[config.mk]
export PLATFORM = sky130hd
export DESIGN_NAME = thermal_throttle_mod
export DESIGN_NICKNAME = d
export VERILOG_FILES = /design/src/rtl/thr_pkg.sv /design/src/rtl/thr_hyst.sv /design/src/rtl/thr_mod.sv /design/src/rtl/thermal_throttle_mod.sv
export SDC_FILE = /design/constraint.sdc
export NUM_CORES = 1
export LEC_CHECK = 0
export ABC_AREA = 1
export BUFFER_PORTS_ARGS = -buffer_cell sky130_fd_sc_hd__buf_4
export CAP_MARGIN = 20
export CORE_ASPECT_RATIO = 0.75
export CORE_UTILIZATION = 55
export CTS_CLUSTER_DIAMETER = 40
export DETAILED_ROUTE_END_ITERATION = 6
export PLACE_DENSITY = 0.76
export SYNTH_ARGS = -nofsm -noshare
export SYNTH_HDL_FRONTEND = slang
export SYNTH_SLANG_ARGS = --single-unit
[constraint.sdc]
create_clock -name clk -period 1.8 [get_ports clk]
set_input_delay 0.18 -clock clk [delete_from_list [all_inputs] [get_ports clk]]
set_output_delay 0.18 -clock clk [all_outputs]
set_load 0.005 [all_outputs]
[src/rtl/thr_pkg.sv]
package thr_pkg;

  typedef enum logic [1:0] {
    PH_IDLE = 2'd0,
    PH_OFF  = 2'd1,
    PH_ON   = 2'd2
  } thr_phase_e;

  // Enabled interval for duty k/8 with a fixed disabled interval, rounded, at least 1.
  function automatic int unsigned thr_on_len(input int unsigned off_len, input int unsigned k);
    int unsigned num;
    int unsigned den;
    int unsigned res;
    if (k == 0 || k > 7) return 0;
    den = 8 - k;
    num = off_len * k + den / 2;
    res = num / den;
    if (res == 0) res = 1;
    return res;
  endfunction

endpackage

[src/rtl/thr_hyst.sv]
module thr_hyst #(
  parameter int unsigned HYST_CYCLES = 16
) (
  input  logic clk,
  input  logic rst_n,
  input  logic trip,
  output logic hot,
  output logic evt
);
  localparam int unsigned CW = $clog2(HYST_CYCLES + 1);

  logic          hot_q, hot_d;
  logic          evt_q, evt_d;
  logic [CW-1:0] cnt_q, cnt_d;

  always_comb begin
    hot_d = hot_q;
    cnt_d = cnt_q;
    if (trip) begin
      hot_d = 1'b1;
      cnt_d = CW'(HYST_CYCLES - 1);
    end else if (hot_q) begin
      if (cnt_q == '0) hot_d = 1'b0;
      else             cnt_d = cnt_q - 1'b1;
    end
    evt_d = hot_d ^ hot_q;
  end

  always_ff @(posedge clk or negedge rst_n) begin
    if (!rst_n) begin
      hot_q <= 1'b0;
      evt_q <= 1'b0;
      cnt_q <= '0;
    end else begin
      hot_q <= hot_d;
      evt_q <= evt_d;
      cnt_q <= cnt_d;
    end
  end

  assign hot = hot_q;
  assign evt = evt_q;
endmodule

[src/rtl/thr_mod.sv]
module thr_mod
  import thr_pkg::*;
#(
  parameter int unsigned OFF_CYCLES = 21,
  parameter int unsigned AUTO_CODE  = 4
) (
  input  logic       clk,
  input  logic       rst_n,
  input  logic       hot,
  input  logic       od_en,
  input  logic [2:0] duty,
  output logic       clk_en
);
  localparam int unsigned MAX_ON = thr_on_len(OFF_CYCLES, 7);
  localparam int unsigned LONGEST = (MAX_ON > OFF_CYCLES) ? MAX_ON : OFF_CYCLES;
  localparam int unsigned CW = $clog2(LONGEST + 1);

  logic [CW-1:0] on_tab [8];

  for (genvar k = 0; k < 8; k++) begin : g_tab
    assign on_tab[k] = CW'(thr_on_len(OFF_CYCLES, k));
  end

  thr_phase_e    ph_q, ph_d;
  logic [CW-1:0] cnt_q, cnt_d;
  logic [2:0]    code_q, code_d;
  logic [2:0]    code_eff;

  always_comb begin
    if (hot)        code_eff = 3'(AUTO_CODE);
    else if (od_en) code_eff = duty;
    else            code_eff = 3'd0;
  end

  always_comb begin
    ph_d   = ph_q;
    cnt_d  = cnt_q;
    code_d = code_q;
    unique case (ph_q)
      PH_IDLE: begin
        if (code_eff != 3'd0) begin
          ph_d   = PH_OFF;
          cnt_d  = CW'(OFF_CYCLES - 1);
          code_d = code_eff;
        end
      end
      PH_OFF: begin
        if (cnt_q == '0) begin
          ph_d  = PH_ON;
          cnt_d = on_tab[code_q] - 1'b1;
        end else begin
          cnt_d = cnt_q - 1'b1;
        end
      end
      PH_ON: begin
        if (cnt_q == '0) begin
          if (code_eff != 3'd0) begin
            ph_d   = PH_OFF;
            cnt_d  = CW'(OFF_CYCLES - 1);
            code_d = code_eff;
          end else begin
            ph_d = PH_IDLE;
          end
        end else begin
          cnt_d = cnt_q - 1'b1;
        end
      end
      default: ph_d = PH_IDLE;
    endcase
  end

  always_ff @(posedge clk or negedge rst_n) begin
    if (!rst_n) begin
      ph_q   <= PH_IDLE;
      cnt_q  <= '0;
      code_q <= 3'd0;
    end else begin
      ph_q   <= ph_d;
      cnt_q  <= cnt_d;
      code_q <= code_d;
    end
  end

  assign clk_en = (ph_q != PH_OFF);
endmodule

[src/rtl/thermal_throttle_mod.sv]
module thermal_throttle_mod #(
  parameter int unsigned OFF_CYCLES  = 21,
  parameter int unsigned AUTO_CODE   = 4,
  parameter int unsigned HYST_CYCLES = 16
) (
  input  logic       clk,
  input  logic       rst_n,
  input  logic       trip_i,
  input  logic       od_en_i,
  input  logic [2:0] duty_i,
  output logic       clk_en_o,
  output logic       hot_n_o,
  output logic       hot_evt_o
);
  logic hot;

  thr_hyst #(.HYST_CYCLES(HYST_CYCLES)) u_hyst (
    .clk  (clk),
    .rst_n(rst_n),
    .trip (trip_i),
    .hot  (hot),
    .evt  (hot_evt_o)
  );

  thr_mod #(.OFF_CYCLES(OFF_CYCLES), .AUTO_CODE(AUTO_CODE)) u_mod (
    .clk   (clk),
    .rst_n (rst_n),
    .hot   (hot),
    .od_en (od_en_i),
    .duty  (duty_i),
    .clk_en(clk_en_o)
  );

  assign hot_n_o = ~hot;
endmodule

* After elaboration in Yosys (flattened, before gate mapping) *
Memories as Yosys holds them, arrays and structs flattened.
Index checks and enable logic that the tools add are counted.

storage, ports and cells
  register bits = 20
  bits in read-only memories = 64
  input bits = 7
  output and inout bits = 3
  logic and storage cells = 53
  memories kept = 1

cells by class
  add/subtract/negate cells = 3
  order comparisons = 1
  equality and inequality tests = 7
  mux-type cells = 22
  bitwise operators = 3
  reductions and logical operators = 10

memories
  memory            words  width  rd ports  clocked after Yosys merged registers in  write ports  line           RTL
  (name not given)  8      8      1         0                                        0            thr_mod.sv:50  cnt_d = on_tab[code_q] - 1'b1;

operator list
  operator                                                   number
  2-to-1 mux 8 bit                                           5
  case mux 8 bit (3 select lines)                            1
  subtractor 8 x 1 -> 8 bit (second input constant)          2
  2-to-1 mux 5 bit                                           3
  2-to-1 mux 3 bit                                           4
  zero test 8 bit                                            1
  inequality test 2 x 1 -> 1 bit (second input constant)     4
  2-to-1 mux 2 bit                                           3
  case mux 2 bit (3 select lines)                            1
  case mux 3 bit (2 select lines)                            1
  nonzero test 3 bit                                         2
  zero test 5 bit                                            1
  subtractor 5 x 1 -> 5 bit (second input constant)          1
  greater-or-equal comparator 4 bit (second input constant)  1
  2-to-1 mux 1 bit                                           4
  NOT 3 -> 4 bit                                             1
  AND reduction 2 bit                                        2
  nonzero test 2 bit                                         2
  AND reduction 3 bit                                        1
  equality test 2 x 1 -> 1 bit (second input constant)       1
  equality test 2 bit (second input constant)                1
  zero test 2 bit                                            1
  inequality test 2 bit (second input constant)              1
  NOT 1 bit                                                  1
  bitwise XOR 1 bit                                          1

* Longest topological paths before layout *
  depth after elaboration = 7
  depth in mapped cells = 11
  mapped depth without buffers = 11

* Modules after synthesis *
A second synthesis with hierarchy kept.

unflattened totals
  cells, all modules = 229
  area total of the unflattened synthesis = 1541.5 sq um

modules (own cells, without submodules)
  module                instances  cells each  area each (sq um)  seq. area each (sq um)
  thr_mod               1          182         1168.6             325.3
  thr_hyst              1          46          369.1              175.2
  thermal_throttle_mod  1          1           3.8                0.0

* Least setup slack after synthesis *
No wires, ideal clock.

  path kind = flip-flop to flip-flop
  from = reg u_mod.code_q[1]
  to = reg u_mod.cnt_q[2]
  setup time = 0.128 ns
  arrival = 1.509 ns
  setup slack = 0.163 ns
  cell stages (with the launch flop) = 10
  clock period less this slack = 1.637 ns
  cells stage by stage = dfrtp_1 inv_1 ha_1 o21ai_1 ha_1 nand3b_1 nand3_1 nand3_1 a21oi_1 a21oi_1

between the ends
  cells in the longest elaborated chain, start to end = 7

ends and longest elaborated chain
  element                                               line           RTL
  start: declaration                                    thr_mod.sv:26  logic [2:0] code_q, code_d;
  start signal: assignment                              thr_mod.sv:80  code_q <= code_d;
  NOT 3 -> 4 bit (implied by the code)                  thr_mod.sv:50
  memory (8 x 8 bit)                                    -
  2-to-1 mux 8 bit (implied by the code) (2 in series)  thr_mod.sv:50
  subtractor 8 x 1 -> 8 bit                             thr_mod.sv:50
  2-to-1 mux 8 bit                                      thr_mod.sv:48  if (cnt_q == '0) begin
  case mux 8 bit (3 select lines)                       thr_mod.sv:39  unique case (ph_q)
  end signal: assignment                                thr_mod.sv:79  cnt_q <= cnt_d;
  end: declaration                                      thr_mod.sv:25  logic [CW-1:0] cnt_q, cnt_d;

Every way passes these cells. The select of a mux whose other input is x is not followed.
A chain may end at the register's enable or synchronous reset.

* Worst setup path in the final report *
Same ends and word-level chain as after synthesis.

==> reports/metrics.json <==
{
  "route.detailed.drc": {"value": 0},
  "synth_enable_flop_cells": {"value": 0},
  "post-route-period-util": {"value": 93.96, "unit": "%"},
  "pre_cts_slack": {"value": 0.1017, "unit": "ns"},
  "maxCapViolCount": {"value": 0},
  "drt-vias-per-instance": {"value": 5.502},
  "dieWidth": {"value": 64.68, "unit": "um"},
  "finalWorstSetupSlack": {"value": 0.1088, "unit": "ns"},
  "ctsHtreeMaxLevel": {"value": 1},
  "timing.reg2reg.setup_slack": {"value": 0.11, "unit": "ns"},
  "floorplan.io_pins": {"value": 10},
  "synthFlopType": {"value": "sky130_fd_sc_hd__dfrtp_1"},
  "leakagePower": {"value": 0.9010, "unit": "nW"},
  "grt_start_max_net_pins": {"value": 21},
  "synth_cells": {"value": 215},
  "r2r-start": {"value": "u_mod.code_q[1]$_DFFE_PN0P_"},
  "setup-violations-final": {"value": 0},
  "finalWirelength": {"value": 3432, "unit": "um"},
  "path_class": {"value": "reg2reg"},
  "grt_antenna_before_repair": {"value": 0},
  "synth_seq_cells": {"value": 20},
  "wire_length_per_cell": {"value": 12.95, "unit": "um"},
  "post-cts-setup-buffer-count": {"value": 0},
  "slew_at_the_pin_with_the_worst_max_slew_slack": {"value": 0.4066, "unit": "ns"},
  "tritoncts": {"value": "built"},
  "grt_use_total": {"value": 24.65, "unit": "%"},
  "cts_bufs_inserted": {"value": 3},
  "clk-insertion-delay-late": {"value": 0.26, "unit": "ns"},
  "regToRegEndpoint": {"value": "u_mod.cnt_q[2]$_DFFE_PN0P_"},
  "worst_ir_drop_vdd": {"value": 0.6213, "unit": "mV"},
  "io_buffer_count": {"value": 9},
  "ys.warnings.count": {"value": 0},
  "setup_repair_after_global_routing_missed_its_margin": {"value": "no"},
  "netlist.top_cell.by_area": {"value": "sky130_fd_sc_hd__dfrtp_1"},
  "clock-root-buffer": {"value": "sky130_fd_sc_hd__clkbuf_8"},
  "finalNetCount": {"value": 249},
  "clk_pin_slew": {"value": 0.08, "unit": "ns"},
  "power.density_cell_area": {"value": 526.5, "unit": "nW/um2"},
  "clock_skew": {"value": 0.003600, "unit": "ns"},
  "slew-limit-headroom": {"value": 72.90, "unit": "%"},
  "grt_remaining_overflow": {"value": 0},
  "synth.yosys.seq_area_share": {"value": 30.89, "unit": "%"},
  "critical_path_arrival": {"value": 1.87, "unit": "ns"},
  "die-area": {"value": 3169, "unit": "um2"},
  "r2r_depth": {"value": 10},
  "die_h": {"value": 49.01, "unit": "um"},
  "min_delay_path_depth": {"value": 2},
  "report.final.hold_viol_count": {"value": 0},
  "synth.lib_cells_used.distinct": {"value": 31},
  "final_layout_size_suffix_gt1_share": {"value": 20.96, "unit": "%"},
  "synthToLayoutAreaGrowth": {"value": 12.28, "unit": "%"},
  "ys_async_sr_fraction": {"value": 100.0, "unit": "%"},
  "synth.avg_cell_area": {"value": 7.536, "unit": "um2"},
  "timing.critical_path.from_type": {"value": "flip-flop"},
  "finalWeightedCongestion": {"value": 0.9955},
  "critical_path_peak_fanout": {"value": 4},
  "drtPass1Iterations": {"value": 4},
  "initial_utilization": {"value": 59.95, "unit": "%"},
  "core_area": {"value": 2703, "unit": "um2"},
  "mappedNetlistNets": {"value": 234},
  "insertedDiodeCount": {"value": 0},
  "fmax": {"value": 591.3, "unit": "MHz"},
  "drt_first_iter_violations": {"value": 92},
  "final_cell_mix": {"value": "sky130_fd_sc_hd__nand2_1 (49), sky130_fd_sc_hd__inv_1 (25), sky130_fd_sc_hd__dfrtp_1 (20)"},
  "floorplan.rows": {"value": 16},
  "timing.final.crit_period": {"value": 1.691, "unit": "ns"},
  "synth_top_area_share": {"value": 30.89, "unit": "%"},
  "worstHoldEndpoint": {"value": "u_hyst.cnt_q[4]$_DFFE_PN0P_"},
  "synth_top_cells_by_area": {"value": "sky130_fd_sc_hd__dfrtp_1 (31%), sky130_fd_sc_hd__nand2_1 (11%), sky130_fd_sc_hd__ha_1 (9.3%)"},
  "grt_pass1_vias": {"value": 1376},
  "post_synth_instance_area": {"value": 1620, "unit": "um2"},
  "tns": {"value": 0, "unit": "ns"},
  "final_max_slew_viol_count": {"value": 0},
  "run_status": {"value": "completed"},
  "grt_pass1_wl": {"value": 6106, "unit": "um"},
  "clock-sinks": {"value": 20},
  "min_path_type": {"value": "in2reg"},
  "layout.cells.most_common": {"value": "sky130_fd_sc_hd__nand2_1"},
  "drt.antenna.violating_nets": {"value": 0},
  "detailroute.via_count": {"value": 1458},
  "place_hpwl": {"value": 2687, "unit": "um"},
  "hold_start": {"value": "trip_i"},
  "crit_required": {"value": 1.98, "unit": "ns"},
  "ctsLongestPathBuffers": {"value": 2},
  "worstSetupEndpointType": {"value": "flip-flop"}
}
[registers in the layout, indices dropped and copies added, names as in the netlist]
signal        count
u_mod.cnt_q       8
u_hyst.cnt_q      5
u_mod.code_q      3
u_mod.ph_q        2
u_hyst.evt        1
u_hyst.hot        1
[final cells by class]
cell class,count,area (um2)
Clock inverter,1,30.03
Multi-Input combinational cell,162,985.9
Sequential cell,20,500.5
Clock buffer,3,41.29
Tap cell,36,45.04
Fill cell,237,883.3
Inverter,31,123.9
Timing Repair Buffer,12,92.59
[how the worst max path moves through the flow]
stage	from	to	slack, ns	depth (start not counted)
3_3_place_gp	u_mod.code_q[0]$_DFFE_PN0P_	u_mod.cnt_q[2]$_DFFE_PN0P_	0.16	9
6_report	u_mod.code_q[1]$_DFFE_PN0P_	u_mod.cnt_q[2]$_DFFE_PN0P_	0.11	10
4_1_cts	u_mod.code_q[1]$_DFFE_PN0P_	u_mod.cnt_q[2]$_DFFE_PN0P_	0.09	9
3_5_place_dp	u_mod.code_q[1]$_DFFE_PN0P_	u_mod.cnt_q[2]$_DFFE_PN0P_	0.10	9
5_1_grt	u_mod.code_q[1]$_DFFE_PN0P_	u_mod.cnt_q[2]$_DFFE_PN0P_	0.009	10
2_1_floorplan	u_mod.code_q[1]$_DFFE_PN0P_	u_mod.cnt_q[2]$_DFFE_PN0P_	0.16	9
[cells by family after synthesis]
group / share of synthesized area (%)
xor gates and xnor gates: 1.081
AOI/OAI and AO/OA: 16.37
and+or+nand+nor: 33.74
DFF: 30.89
buffers and inverters: 8.648
adders and majority gates: 9.266
[metrics by stage]
step | util [%] | hold slack (ns) | area [um2] | power, mW | instances
after floorplan | - | -0.1156 | 1620 | 0.4867 | 215
after global placement | 64.07 | 0.07223 | 1732 | 0.5108 | 260
after detailed placement | 64.07 | 0.07467 | 1732 | 0.5139 | 260
after CTS | 67.08 | 0.1633 | 1813 | 0.9727 | 265
after global routing | 67.31 | 0.1787 | 1819 | 0.9959 | 265
final | 67.31 | 0.1780 | 1819 | 0.9578 | 265
[synth_stat cells, types with 4 or more instances]
| cell type | number |
|---|---|
| sky130_fd_sc_hd__nor2_1 | 18 |
| sky130_fd_sc_hd__dfrtp_1 | 20 |
| sky130_fd_sc_hd__o21ai_0 | 4 |
| sky130_fd_sc_hd__inv_1 | 26 |
| sky130_fd_sc_hd__nand2_2 | 4 |
| sky130_fd_sc_hd__o21ai_2 | 5 |
| sky130_fd_sc_hd__nand3_1 | 17 |
| sky130_fd_sc_hd__a21oi_1 | 19 |
| sky130_fd_sc_hd__ha_1 | 12 |
| sky130_fd_sc_hd__nor2_4 | 4 |
| sky130_fd_sc_hd__nand2_1 | 49 |
| sky130_fd_sc_hd__o21ai_1 | 12 |
[layer usage]
layer  track usage (%)  vias to the layer above  share of wire [%]
met5                 0                        -                  0
met4             5.556                        0               0.55
met3             5.841                        2                5.7
met2             39.47                       42                 46
met1             33.68                      681                 48
li1                  -                      733                  -
[power breakdown]
part	switching, mW	internal, mW	total [mW]
Sequential	0.00495	0.454	0.459
Combinational	0.0281	0.0187	0.0469
Clock	0.155	0.297	0.451
[what timing repair did]
action | 4_1_cts | 5_1_grt
gates resized for setup | 0 | 3
hold buffers | 1 | 0
endpoints found under the hold margin | 20 | 0
setup endpoints to repair | 0 | 3
[critical path, stage by stage, from the launching register on]
cell                      delay (ns)
sky130_fd_sc_hd__dfrtp_1        0.38
sky130_fd_sc_hd__inv_1          0.11
sky130_fd_sc_hd__ha_1           0.26
sky130_fd_sc_hd__o21ai_2        0.17
sky130_fd_sc_hd__ha_2           0.23
sky130_fd_sc_hd__inv_1          0.05
sky130_fd_sc_hd__nand2_1        0.06
sky130_fd_sc_hd__nand3_1        0.07
sky130_fd_sc_hd__nand3_1        0.08
sky130_fd_sc_hd__a21oi_1        0.06
sky130_fd_sc_hd__a21oi_1        0.15
Note: power is estimated with default switching activity, not from simulation.
